File: config.mk
export PLATFORM = sky130hd
export DESIGN_NAME = word_byte_buf
export DESIGN_NICKNAME = d
export VERILOG_FILES = /design/src/rtl/wbb_pkg.sv /design/src/rtl/wbb_arb.sv /design/src/rtl/wbb_order.sv /design/src/rtl/wbb_lane_sel.sv /design/src/rtl/wbb_core.sv /design/src/rtl/word_byte_buf.sv
export SDC_FILE = /design/constraint.sdc
export NUM_CORES = 1
export LEC_CHECK = 0
export CELL_PAD_IN_SITES_DETAIL_PLACEMENT = 1
export CELL_PAD_IN_SITES_GLOBAL_PLACEMENT = 1
export CORE_UTILIZATION = 42
export CTS_BUF_LIST = sky130_fd_sc_hd__clkbuf_2
export DETAILED_ROUTE_END_ITERATION = 8
export PLACE_DENSITY_LB_ADDON = 0.2
export SETUP_SLACK_MARGIN = 0.1
export SLEW_MARGIN = 40
export SYNTH_ARGS = -nofsm -noshare
export SYNTH_HDL_FRONTEND = slang
export SYNTH_SLANG_ARGS = --single-unit
File: constraint.sdc
create_clock -name clk_i -period 3.15 [get_ports clk_i]
set_input_delay 0.63 -clock clk_i [delete_from_list [all_inputs] [get_ports clk_i]]
set_output_delay 0.63 -clock clk_i [all_outputs]
set_load 0.01 [all_outputs]
File: src/rtl/wbb_pkg.sv
package wbb_pkg;
  localparam int NFLAG     = 6;
  localparam int F_TX_RDY  = 0;
  localparam int F_TX_UDF  = 1;
  localparam int F_RX_RDY  = 2;
  localparam int F_RX_OVR  = 3;
  localparam int F_SBD     = 4;
  localparam int F_ACC_RDY = 5;

  typedef logic [NFLAG-1:0] flag_vec_t;

  typedef enum logic [2:0] {
    OP_NONE = 3'd0,
    OP_WR   = 3'd1,
    OP_RD   = 3'd2,
    OP_POP  = 3'd3,
    OP_PUSH = 3'd4
  } op_e;
endpackage

File: src/rtl/wbb_arb.sv
module wbb_arb
  import wbb_pkg::*;
(
  input  logic clk_i,
  input  logic rst_ni,
  input  logic host_wr_i,
  input  logic host_rd_i,
  input  logic tx_pop_i,
  input  logic rx_push_i,
  output op_e  op_o,
  output logic tx_grant_o,
  output logic rx_grant_o
);
  always_comb begin
    op_o = OP_NONE;
    if (host_wr_i)      op_o = OP_WR;
    else if (host_rd_i) op_o = OP_RD;
    else if (tx_pop_i)  op_o = OP_POP;
    else if (rx_push_i) op_o = OP_PUSH;
  end

  assign tx_grant_o = tx_pop_i & ~host_wr_i & ~host_rd_i;
  assign rx_grant_o = rx_push_i & ~host_wr_i & ~host_rd_i & ~tx_pop_i;

  // host strobes always beat engine grants
  p_grant_excl_r11: assert property (@(posedge clk_i) disable iff (!rst_ni)
    $onehot0({tx_grant_o, rx_grant_o, host_wr_i && host_rd_i ? 1'b0 : (host_wr_i || host_rd_i)}));
  p_host_wins_r11: assert property (@(posedge clk_i) disable iff (!rst_ni)
    (host_wr_i || host_rd_i) |-> !tx_grant_o && !rx_grant_o);
endmodule

File: src/rtl/wbb_order.sv
module wbb_order #(
  parameter int BYTE_W = 8,
  localparam int WORD_W = 2 * BYTE_W
) (
  input  logic              swap_i,
  input  logic [WORD_W-1:0] word_i,
  output logic [WORD_W-1:0] word_o
);
  assign word_o = swap_i ? {word_i[BYTE_W-1:0], word_i[WORD_W-1:BYTE_W]} : word_i;
endmodule

File: src/rtl/wbb_lane_sel.sv
module wbb_lane_sel #(
  parameter int BYTE_W = 8,
  parameter int LANES  = 4,
  localparam int IDX_W = $clog2(LANES),
  localparam int BUF_W = LANES * BYTE_W
) (
  input  logic [BUF_W-1:0]  buf_i,
  input  logic [IDX_W-1:0]  idx_i,
  output logic [BYTE_W-1:0] byte_o
);
  logic [BYTE_W-1:0] lane [LANES];

  for (genvar g = 0; g < LANES; g++) begin : g_lane
    assign lane[g] = buf_i[g*BYTE_W +: BYTE_W];
  end

  assign byte_o = lane[idx_i];
endmodule

File: src/rtl/wbb_core.sv
module wbb_core
  import wbb_pkg::*;
#(
  parameter int BYTE_W = 8,
  parameter int LANES  = 4,
  localparam int WORD_W = 2 * BYTE_W,
  localparam int BUF_W  = LANES * BYTE_W,
  localparam int CNT_W  = $clog2(LANES + 1),
  localparam int IDX_W  = $clog2(LANES)
) (
  input  logic              clk_i,
  input  logic              rst_ni,
  input  op_e               op_i,
  input  logic              master_rx_i,
  input  logic [WORD_W-1:0] wr_word_i,
  input  logic [BYTE_W-1:0] rx_byte_i,
  input  logic [WORD_W-1:0] rd_word_i,
  output logic [BUF_W-1:0]  buf_o,
  output logic [WORD_W-1:0] rd_pair_o,
  output logic [WORD_W-1:0] rdata_o,
  output logic [CNT_W-1:0]  tx_cnt_o,
  output logic [CNT_W-1:0]  rx_cnt_o,
  output flag_vec_t         flag_set_o,
  output flag_vec_t         flag_clr_o,
  output logic              master_clr_o
);
  localparam logic [CNT_W-1:0] CNT_ONE  = CNT_W'(1);
  localparam logic [CNT_W-1:0] CNT_TWO  = CNT_W'(2);
  localparam logic [CNT_W-1:0] CNT_FULL = CNT_W'(LANES);
  localparam logic [CNT_W-1:0] WR_MAX   = CNT_W'(LANES - 2);

  logic [BUF_W-1:0]  buf_q, buf_d;
  logic [CNT_W-1:0]  tx_q, tx_d, rx_q, rx_d;
  logic [WORD_W-1:0] rdata_q, rdata_d;
  flag_vec_t         set_q, set_d, clr_q, clr_d;
  logic              mclr_q, mclr_d;
  logic              drained;
  logic [IDX_W-1:0]  rx_idx;

  assign rx_idx = IDX_W'(rx_q);

  // unreceived lanes read as zero
  assign rd_pair_o[BYTE_W-1:0]      = (rx_q >= CNT_ONE) ? buf_q[BYTE_W-1:0] : '0;
  assign rd_pair_o[WORD_W-1:BYTE_W] = (rx_q >= CNT_TWO) ? buf_q[WORD_W-1:BYTE_W] : '0;

  always_comb begin
    buf_d   = buf_q;
    tx_d    = tx_q;
    rx_d    = rx_q;
    rdata_d = rdata_q;
    set_d   = '0;
    clr_d   = '0;
    mclr_d  = 1'b0;
    drained = 1'b0;
    unique case (op_i)
      OP_WR: begin
        if (tx_q <= WR_MAX) begin
          buf_d = {buf_q[BUF_W-WORD_W-1:0], wr_word_i};
          tx_d  = tx_q + CNT_TWO;
          clr_d[F_TX_UDF] = 1'b1;
          if (tx_d > CNT_TWO) clr_d[F_TX_RDY] = 1'b1;
        end
      end
      OP_POP: begin
        if (tx_q != '0) tx_d = tx_q - CNT_ONE;
        else            set_d[F_TX_UDF] = 1'b1;
        set_d[F_TX_RDY] = 1'b1;
      end
      OP_PUSH: begin
        if (rx_q < CNT_FULL) begin
          for (int i = 0; i < LANES; i++) begin
            if (IDX_W'(i) == rx_idx) buf_d[i*BYTE_W +: BYTE_W] = rx_byte_i;
          end
          rx_d = rx_q + CNT_ONE;
        end else begin
          set_d[F_RX_OVR] = 1'b1;
        end
        set_d[F_RX_RDY] = 1'b1;
      end
      OP_RD: begin
        rdata_d = rd_word_i;
        clr_d[F_RX_OVR] = 1'b1;
        if (rx_q == CNT_ONE) begin
          set_d[F_SBD] = 1'b1;
          rx_d    = '0;
          drained = 1'b1;
        end else if (rx_q >= CNT_TWO) begin
          if (rx_q > CNT_TWO) buf_d = {{WORD_W{1'b0}}, buf_q[BUF_W-1:WORD_W]};
          rx_d    = rx_q - CNT_TWO;
          drained = (rx_q == CNT_TWO);
        end
        if (drained) begin
          clr_d[F_RX_RDY] = 1'b1;
          if (master_rx_i) begin
            set_d[F_ACC_RDY] = 1'b1;
            mclr_d = 1'b1;
          end
        end
      end
      default: ;
    endcase
  end

  always_ff @(posedge clk_i or negedge rst_ni) begin
    if (!rst_ni) begin
      buf_q   <= '0;
      tx_q    <= '0;
      rx_q    <= '0;
      rdata_q <= '0;
      set_q   <= '0;
      clr_q   <= '0;
      mclr_q  <= 1'b0;
    end else begin
      buf_q   <= buf_d;
      tx_q    <= tx_d;
      rx_q    <= rx_d;
      rdata_q <= rdata_d;
      set_q   <= set_d;
      clr_q   <= clr_d;
      mclr_q  <= mclr_d;
    end
  end

  assign buf_o        = buf_q;
  assign rdata_o      = rdata_q;
  assign tx_cnt_o     = tx_q;
  assign rx_cnt_o     = rx_q;
  assign flag_set_o   = set_q;
  assign flag_clr_o   = clr_q;
  assign master_clr_o = mclr_q;

  p_cnt_range_r1: assert property (@(posedge clk_i) disable iff (!rst_ni)
    tx_q <= CNT_FULL && rx_q <= CNT_FULL);
  p_wr_accept_r2: assert property (@(posedge clk_i) disable iff (!rst_ni)
    (op_i == OP_WR && tx_q <= WR_MAX) |=> tx_q == $past(tx_q) + CNT_TWO);
  p_wr_reject_r2: assert property (@(posedge clk_i) disable iff (!rst_ni)
    (op_i == OP_WR && tx_q > WR_MAX) |=> $stable(tx_q) && $stable(buf_q) && flag_clr_o == '0);
  p_pop_rdy_r5: assert property (@(posedge clk_i) disable iff (!rst_ni)
    (op_i == OP_POP) |=> flag_set_o[F_TX_RDY]);
  p_push_full_r6: assert property (@(posedge clk_i) disable iff (!rst_ni)
    (op_i == OP_PUSH && rx_q == CNT_FULL) |=> flag_set_o[F_RX_OVR] && $stable(rx_q));
  p_single_rd_r8: assert property (@(posedge clk_i) disable iff (!rst_ni)
    (op_i == OP_RD && rx_q == CNT_ONE) |=> flag_set_o[F_SBD] && rx_q == '0);
  p_rd_ovr_clr_r9: assert property (@(posedge clk_i) disable iff (!rst_ni)
    (op_i == OP_RD) |=> flag_clr_o[F_RX_OVR]);
  p_mclr_acc_r10: assert property (@(posedge clk_i) disable iff (!rst_ni)
    master_clr_o |-> flag_set_o[F_ACC_RDY] && flag_clr_o[F_RX_RDY] && rx_q == '0);
endmodule

File: src/rtl/word_byte_buf.sv
module word_byte_buf
  import wbb_pkg::*;
#(
  parameter int BYTE_W = 8,
  parameter int LANES  = 4,
  localparam int WORD_W = 2 * BYTE_W,
  localparam int BUF_W  = LANES * BYTE_W,
  localparam int CNT_W  = $clog2(LANES + 1),
  localparam int IDX_W  = $clog2(LANES)
) (
  input  logic              clk_i,
  input  logic              rst_ni,
  input  logic              hi_first_i,
  input  logic              master_rx_i,
  input  logic              host_wr_i,
  input  logic [WORD_W-1:0] host_wdata_i,
  input  logic              host_rd_i,
  output logic [WORD_W-1:0] host_rdata_o,
  input  logic              tx_pop_i,
  output logic              tx_grant_o,
  output logic [BYTE_W-1:0] tx_byte_o,
  input  logic              rx_push_i,
  input  logic [BYTE_W-1:0] rx_byte_i,
  output logic              rx_grant_o,
  output logic [CNT_W-1:0]  tx_cnt_o,
  output logic [CNT_W-1:0]  rx_cnt_o,
  output logic [NFLAG-1:0]  flag_set_o,
  output logic [NFLAG-1:0]  flag_clr_o,
  output logic              master_clr_o
);
  op_e               op;
  logic [WORD_W-1:0] wr_word, rd_pair, rd_word;
  logic [BUF_W-1:0]  buf_q;
  logic [BYTE_W-1:0] lane_byte;
  logic [IDX_W-1:0]  tx_idx;

  wbb_arb i_arb (
    .clk_i      (clk_i),
    .rst_ni     (rst_ni),
    .host_wr_i  (host_wr_i),
    .host_rd_i  (host_rd_i),
    .tx_pop_i   (tx_pop_i),
    .rx_push_i  (rx_push_i),
    .op_o       (op),
    .tx_grant_o (tx_grant_o),
    .rx_grant_o (rx_grant_o)
  );

  // the pair in lanes 1:0 leaves lane 1 first
  wbb_order #(.BYTE_W(BYTE_W)) i_wr_order (
    .swap_i (~hi_first_i),
    .word_i (host_wdata_i),
    .word_o (wr_word)
  );

  // the older received byte sits in lane 0
  wbb_order #(.BYTE_W(BYTE_W)) i_rd_order (
    .swap_i (hi_first_i),
    .word_i (rd_pair),
    .word_o (rd_word)
  );

  wbb_core #(.BYTE_W(BYTE_W), .LANES(LANES)) i_core (
    .clk_i        (clk_i),
    .rst_ni       (rst_ni),
    .op_i         (op),
    .master_rx_i  (master_rx_i),
    .wr_word_i    (wr_word),
    .rx_byte_i    (rx_byte_i),
    .rd_word_i    (rd_word),
    .buf_o        (buf_q),
    .rd_pair_o    (rd_pair),
    .rdata_o      (host_rdata_o),
    .tx_cnt_o     (tx_cnt_o),
    .rx_cnt_o     (rx_cnt_o),
    .flag_set_o   (flag_set_o),
    .flag_clr_o   (flag_clr_o),
    .master_clr_o (master_clr_o)
  );

  assign tx_idx = IDX_W'(tx_cnt_o - CNT_W'(1));

  wbb_lane_sel #(.BYTE_W(BYTE_W), .LANES(LANES)) i_tx_sel (
    .buf_i  (buf_q),
    .idx_i  (tx_idx),
    .byte_o (lane_byte)
  );

  assign tx_byte_o = (tx_cnt_o == '0) ? '0 : lane_byte;

  p_empty_pop_zero_r5: assert property (@(posedge clk_i) disable iff (!rst_ni)
    (tx_grant_o && tx_cnt_o == '0) |-> tx_byte_o == '0);
endmodule

# Word-level counts from Yosys, hierarchy flattened
# Cells that the tools add are included.
# Widths: inputs -> output; s select.
[totals]
word_cells = 108
register_bits = 65
in_bits = 32
out_inout_bits = 45
[classes]
magnitude_cmp = 7
reduce_logical = 12
n_mux = 46
eq_ne = 20
n_addsub = 4
bitwise_logic = 9
[ops]
columns = ["cell", "n"]
rows = [
  ["$mux 32", 5],
  ["$pmux 32 s3", 1],
  ["$mux 8", 9],
  ["$mux 16", 2],
  ["$reduce_and 7->1", 4],
  ["$mux 3", 9],
  ["$ne 2x1->1 const B", 9],
  ["$bmux 8 s2", 1],
  ["$mux 2", 6],
  ["$pmux 3 s2", 2],
  ["$mux 1", 11],
  ["$eq 3x2->1 const B", 3],
  ["$eq 3x1->1 const B", 2],
  ["$gt 3x2->1 const B", 2],
  ["$reduce_and 3->1", 2],
  ["$reduce_bool 3->1", 2],
  ["$and 1x1->1", 5],
  ["$eq 2x2->1 const A", 2],
  ["$reduce_bool 2->1", 2],
  ["$add 3x1->3 const B", 1],
  ["$add 3x2->3 const B", 1],
  ["$eq 3x3->1 const B", 1],
  ["$ge 3x1->1 const B", 1],
  ["$ge 3x2->1 const B", 1],
  ["other kinds (12)", 14],
]

# Longest topological paths before layout
[logic_depth]
word_depth = 8
ltp_mapped = 8
mapped_depth_nobuf = 6

# Modules after synthesis
# Synthesis repeated with hierarchy kept, for this count alone.
[hier_totals]
hier_cells = 448
area_unflattened_um2 = 4455.5
[by_module_without_submodules]
columns = ["mod", "seq_area_each_um2", "area_per_inst_um2", "cells_per_inst", "instances"]
rows = [
  ["wbb_core", 1601.5, 3622.2, 381, 1],
  ["wbb_order", 0.0, 249.0, 18, 2],
  ["wbb_lane_sel", 0.0, 196.4, 10, 1],
  ["word_byte_buf", 0.0, 93.8, 14, 1],
  ["wbb_arb", 0.0, 45.0, 7, 1],
]

# Least setup slack after synthesis
# OpenSTA, ideal clock, no wires.
[synth_timing]
path_kind = "reg2out"
start = "reg i_core.tx_q[0], in the netlist i_core.tx_cnt_o[0]"
end = "out tx_byte_o[0]"
path_buffers = 2
stages_incl_launch_ff = 7
required_ns = 2.520
arrival_ns = 2.315
setup_slack_ns = 0.205
cell_sequence = "dfrtp_1 > clkbuf_1 > inv_1 > ha_1 > clkbuf_1 > mux4_2 > and2_1"
[synth_between]
elab_chain_cells = 6
elab_cells_between_ends = 7
classes_between = "1 x add/sub; 4 x mux; 1 x bitwise; 1 x reduce/logical"
[synth_rtl]
columns = ["element", "line_no", "rtl"]
rows = [
  ["start, declared", "wbb_core.sv:33", "logic [CNT_W-1:0] tx_q, tx_d, rx_q, rx_d;"],
  ["start signal, assigned", "wbb_core.sv:115", "tx_q <= tx_d;"],
  ["$sub 3x1->3", "n/a", ""],
  ["$not 2->3 (not written as such)", "wbb_lane_sel.sv:17", "assign byte_o = lane[idx_i];"],
  ["$bmux 8 s2", "wbb_lane_sel.sv:17", ""],
  ["$mux 8 (not written as such) (2 in series)", "wbb_lane_sel.sv:17", ""],
  ["$mux 8 *", "word_byte_buf.sv:89", "assign tx_byte_o = (tx_cnt_o == '0) ? '0 : lane_byte;"],
  ["end, declared", "word_byte_buf.sv:21", "output logic [BYTE_W-1:0] tx_byte_o,"],
]
# Every way passes the cells marked *; elsewhere a longest branch is shown, timed or not. The select of a mux whose other input is x is not followed.

# Worst setup path in the final report
[layout_timing]
start = "reg i_core.tx_q[0], in the netlist i_core.tx_cnt_o[0]"
end = "out tx_byte_o[7]"
# The elaborated chain is that of the path after synthesis.

==> reports/results.tsv <==
stage	metric	value	unit
placed_design	Port-buffer cells	74	
setup_path	delay-heaviest family, CP	buffers and inverters	
job	Max-cap violations	0	
clock_network	depth of the CTS H-tree	3	
finish	Finished Cell Area	4700	sq um
global_routing	GRT overflow	0	
global_routing	initial antenna violation count	0	
synthesis	Mean Syn Cell Area	11.1	sq um
synthesis	synth warn	0	
floorplan	Die Y-Extent	95.9	microns
floorplan	die area	9190	sq um
clock_network	cts hold-fix bufs	0	
status	status	complete, no violations	
placed_design	Placement Cell Area	4610	sq um
setup_path	worst-path fanout max	3	
setup_path	startpoint of the worst register-to-register path	i_core.rx_cnt_o[2]	
timing	Final Hold Slack	181	ps
power_and_ir_drop	Pleak	0.00204	uW
setup_path	reg-to-reg endpoint	i_core.buf_o[25]	
synthesis	Mapped Cells	333	
clock_network	CTS tree	yes	
routing	routed via count	3119	
synthesis	post-synthesis sequential area ratio	0.433	
setup_path	CP Buf/Inv Count	3	
floorplan	Core Region	8380	sq um
setup_path	Data required, critical path	2520	ps
setup_path	Worst EP arrival	2340	ps
timing	final setup vio count	0	
setup_path	Reg2Reg Setup Slack	640	ps
placed_design	setup slack at placement	114	ps
routing	detail-routed via count per cell	5.96	
timing	RSZ-0062 raised after global routing	no	
timing	final setup skew	26.7	ps
timing	Final Hold Violating Endpoints	0	
synthesis	dominant synthesized flop cell	dfrtp_1	
timing	crit share post-route	0.943	
setup_path	R2R depth	6	
setup_path	crit start category	flop	
placed_design	DP HPWL	7.27	mm
timing	max_slew headroom	0.487	
min_path	hold crit path type	in -> async	
timing	Max Clock Freq	337	MHz
timing	setup TNS	0	ps
setup_path	Critical path origin	i_core.tx_cnt_o[0]	
global_routing	gr usage total	0.242	
routing	DRT Wirelength	10.3	mm
timing	Least-Margin Pin Slew	763	ps
clock_network	Clock Sinks	64	
finish	# diodes	0	
setup_path	Largest stage delay, worst path	490	ps
clock_network	clock-pin slew on the worst setup and hold paths	200	ps
clock_network	Root Driver	clkbuf_2	
synthesis	Syn Std Cell Area	3700	sq um
setup_path	worst path cell trace	inv_1, ha_4, buf_4, mux4_2, and2_1, clkdlybuf4s50_1	
synthesis	async set-reset flop share out of synthesis	1.00	
routing	antenna viol nets, final	0	
clock_network	cts bufs inserted	9	
floorplan	row cnt	33	
timing	Max Slew Vio Count	0	
synthesis	Post-synth EDFFs	0	
timing	min Tclk post-route	2970	ps
global_routing	first-pass GRT wire length	16.6	mm
power_and_ir_drop	PwrDens	900	nW/um^2
global_routing	vias in the first global route	3162	
timing	Final WS setup	181	ps
setup_path	Setup CP Type	reg -> out	
routing	Iter 0 DRT Violations	152	
synthesis	distinct cell type count after synthesis	45	
clock_network	CTS Buffer Depth	2	
routing	WL/cell	19.6	microns
setup_path	worst setup path end	tx_byte_o[7]	
power_and_ir_drop	Max VDD drop	0.451	mV
floorplan	I/O pin count	77	
synthesis	post-synthesis register bit count	64	
routing	DRC viols	0	
finish	Fillers	917	
floorplan	die width	95.9	microns
setup_path	Worst path depth	6	
setup_path	CP max-delay cell	clkdlybuf4s50_1	
floorplan	Initial Utilization	0.442	
finish	Area growth syn-to-layout	27.1	%
clock_network	clk_lat worst skew	480	ps
routing	Pre-antenna DRT Iters	4	
setup_path	crit end category	output pin	
finish	layout cells sized above 1	0.196	
placed_design	gpl congestion	0.830	
global_routing	largest net degree at the start of global routing	36	
finish	fin nets	456	
## cell usage after synthesis, types with 2 or more instances
library cell / count / area [sq um]
mux2i_1: 18 / 180
mux2_2: 32 / 360
ha_1: 10 / 125
a31oi_1: 5 / 31.3
a22oi_1: 16 / 120
and2_1: 9 / 56.3
nand3b_1: 4 / 30.0
mux4_2: 8 / 180
buf_4: 3 / 22.5
nand2b_1: 6 / 37.5
inv_1: 9 / 33.8
a221oi_1: 12 / 105
nor2_1: 33 / 124
a22o_1: 16 / 140
a21oi_1: 9 / 45.0
nand2_1: 6 / 22.5
dfrtp_1: 64 / 1600
clkbuf_1: 17 / 63.8
nor3_1: 2 / 10.0
a21boi_0: 2 / 15.0
nand3_1: 7 / 35.0
xnor2_1: 2 / 17.5
o21ai_0: 19 / 95.1
a221oi_4: 3 / 78.8
## timing repair
item	in CTS	in global routing
gates resized for setup	4	3
setup endpoints to repair	3	9
buffers inserted	0	0
## routing by layer
| layer | routed length, microns | global-route usage | vias up |
|---|---|---|---|
| li1 | - | - | 1413 |
| met1 | 4810 | 0.338 | 1604 |
| met2 | 4930 | 0.395 | 92 |
| met3 | 425 | 0.0363 | 10 |
| met4 | 81 | 0.0622 | 0 |
| met5 | 0 | 0 | - |
## worst register-to-register path: cells and delay by family (launching register included)
family,cells,cell delay (ps)
multiplexers,1,360
adder cells (fa/ha/maj),1,380
buffers and inverters,2,520
AO/OA/AOI/OAI,2,660
flip-flops,1,500
## flip-flops by register name, indices dropped and copies added, names as in the netlist
signal	count
i_core.master_clr_o	1
i_core.tx_cnt_o	3
i_core.buf_o	32
i_core.flag_clr_o	4
i_core.rx_cnt_o	3
i_core.flag_set_o	5
i_core.rdata_o	16
## logic make-up (layout without fill, tap and decap cells)
logic type      count (synthesis)  after routing  share of synthesized area
flops                          64             64                      0.433
other cells                     1              2                    0.00101
fa+ha+maj                      10             10                     0.0338
buf+inv                        35            119                     0.0423
xor+xnor                        2              2                    0.00473
simple gates                   72             72                     0.0964
compound gates                 90             90                      0.191
mux                            59             59                      0.198
## report_power, final
part           switching (uW)  internal, uW
Sequential                336          1140
Clock                     302          95.4
Combinational            1050          1310
## worst min path at each step
stage,from,end,slack (ps),cells after the start
2_1_floorplan,rst_ni,i_core.buf_o[0],330,0
3_3_place_gp,i_core.rdata_o[13],i_core.rdata_o[13],490,2
3_5_place_dp,i_core.rdata_o[9],i_core.rdata_o[9],500,2
4_1_cts,rst_ni,i_core.rdata_o[5],180,1
5_1_grt,rst_ni,i_core.flag_clr_o[3],200,1
6_report,rst_ni,i_core.flag_set_o[2],180,1
## cell type report
| cell class | count | area [sq um] | area share |
|---|---|---|---|
| flip-flops and latches | 64 | 1600 | 0.340 |
| multi-input cells | 235 | 1960 | 0.417 |
| repair buffers | 92 | 883 | 0.188 |
| inverters | 12 | 50.0 | 0.0106 |
| well taps | 105 | 131 | 0.0279 |
| clock inverters | 5 | 25.0 | 0.00532 |
| clock buffers | 10 | 50.0 | 0.0106 |
## placed cells by master, fill, tap and decap left out, types with 2 or more instances in the layout
cell type	instances
a22oi_1	16
nand3b_1	4
o21ai_0	19
nand2_1	6
a221oi_4	3
mux2i_1	18
a21oi_1	9
nor3_1	2
clkinv_1	3
buf_4	16
dfrtp_1	64
a221oi_1	12
a21boi_0	2
dlygate4sd2_1	3
inv_2	2
clkbuf_2	10
nand2b_1	6
clkinv_2	2
mux4_2	8
xnor2_1	2
a22o_1	16
conb_1	2
mux2_2	32
a31oi_1	5
and2_1	9
ha_1	9
nor2_1	33
clkdlybuf4s50_1	70
inv_1	8
nand3_1	7
## through the flow
step,power [uW],util,cells
2_1_floorplan,2800,-,334
4_1_cts,4220,0.559,523
6_report,4230,0.561,523
3_3_place_gp,3750,0.550,508
5_1_grt,4520,0.561,523
3_5_place_dp,3840,0.550,508
Power figures use the tool's default switching activity.
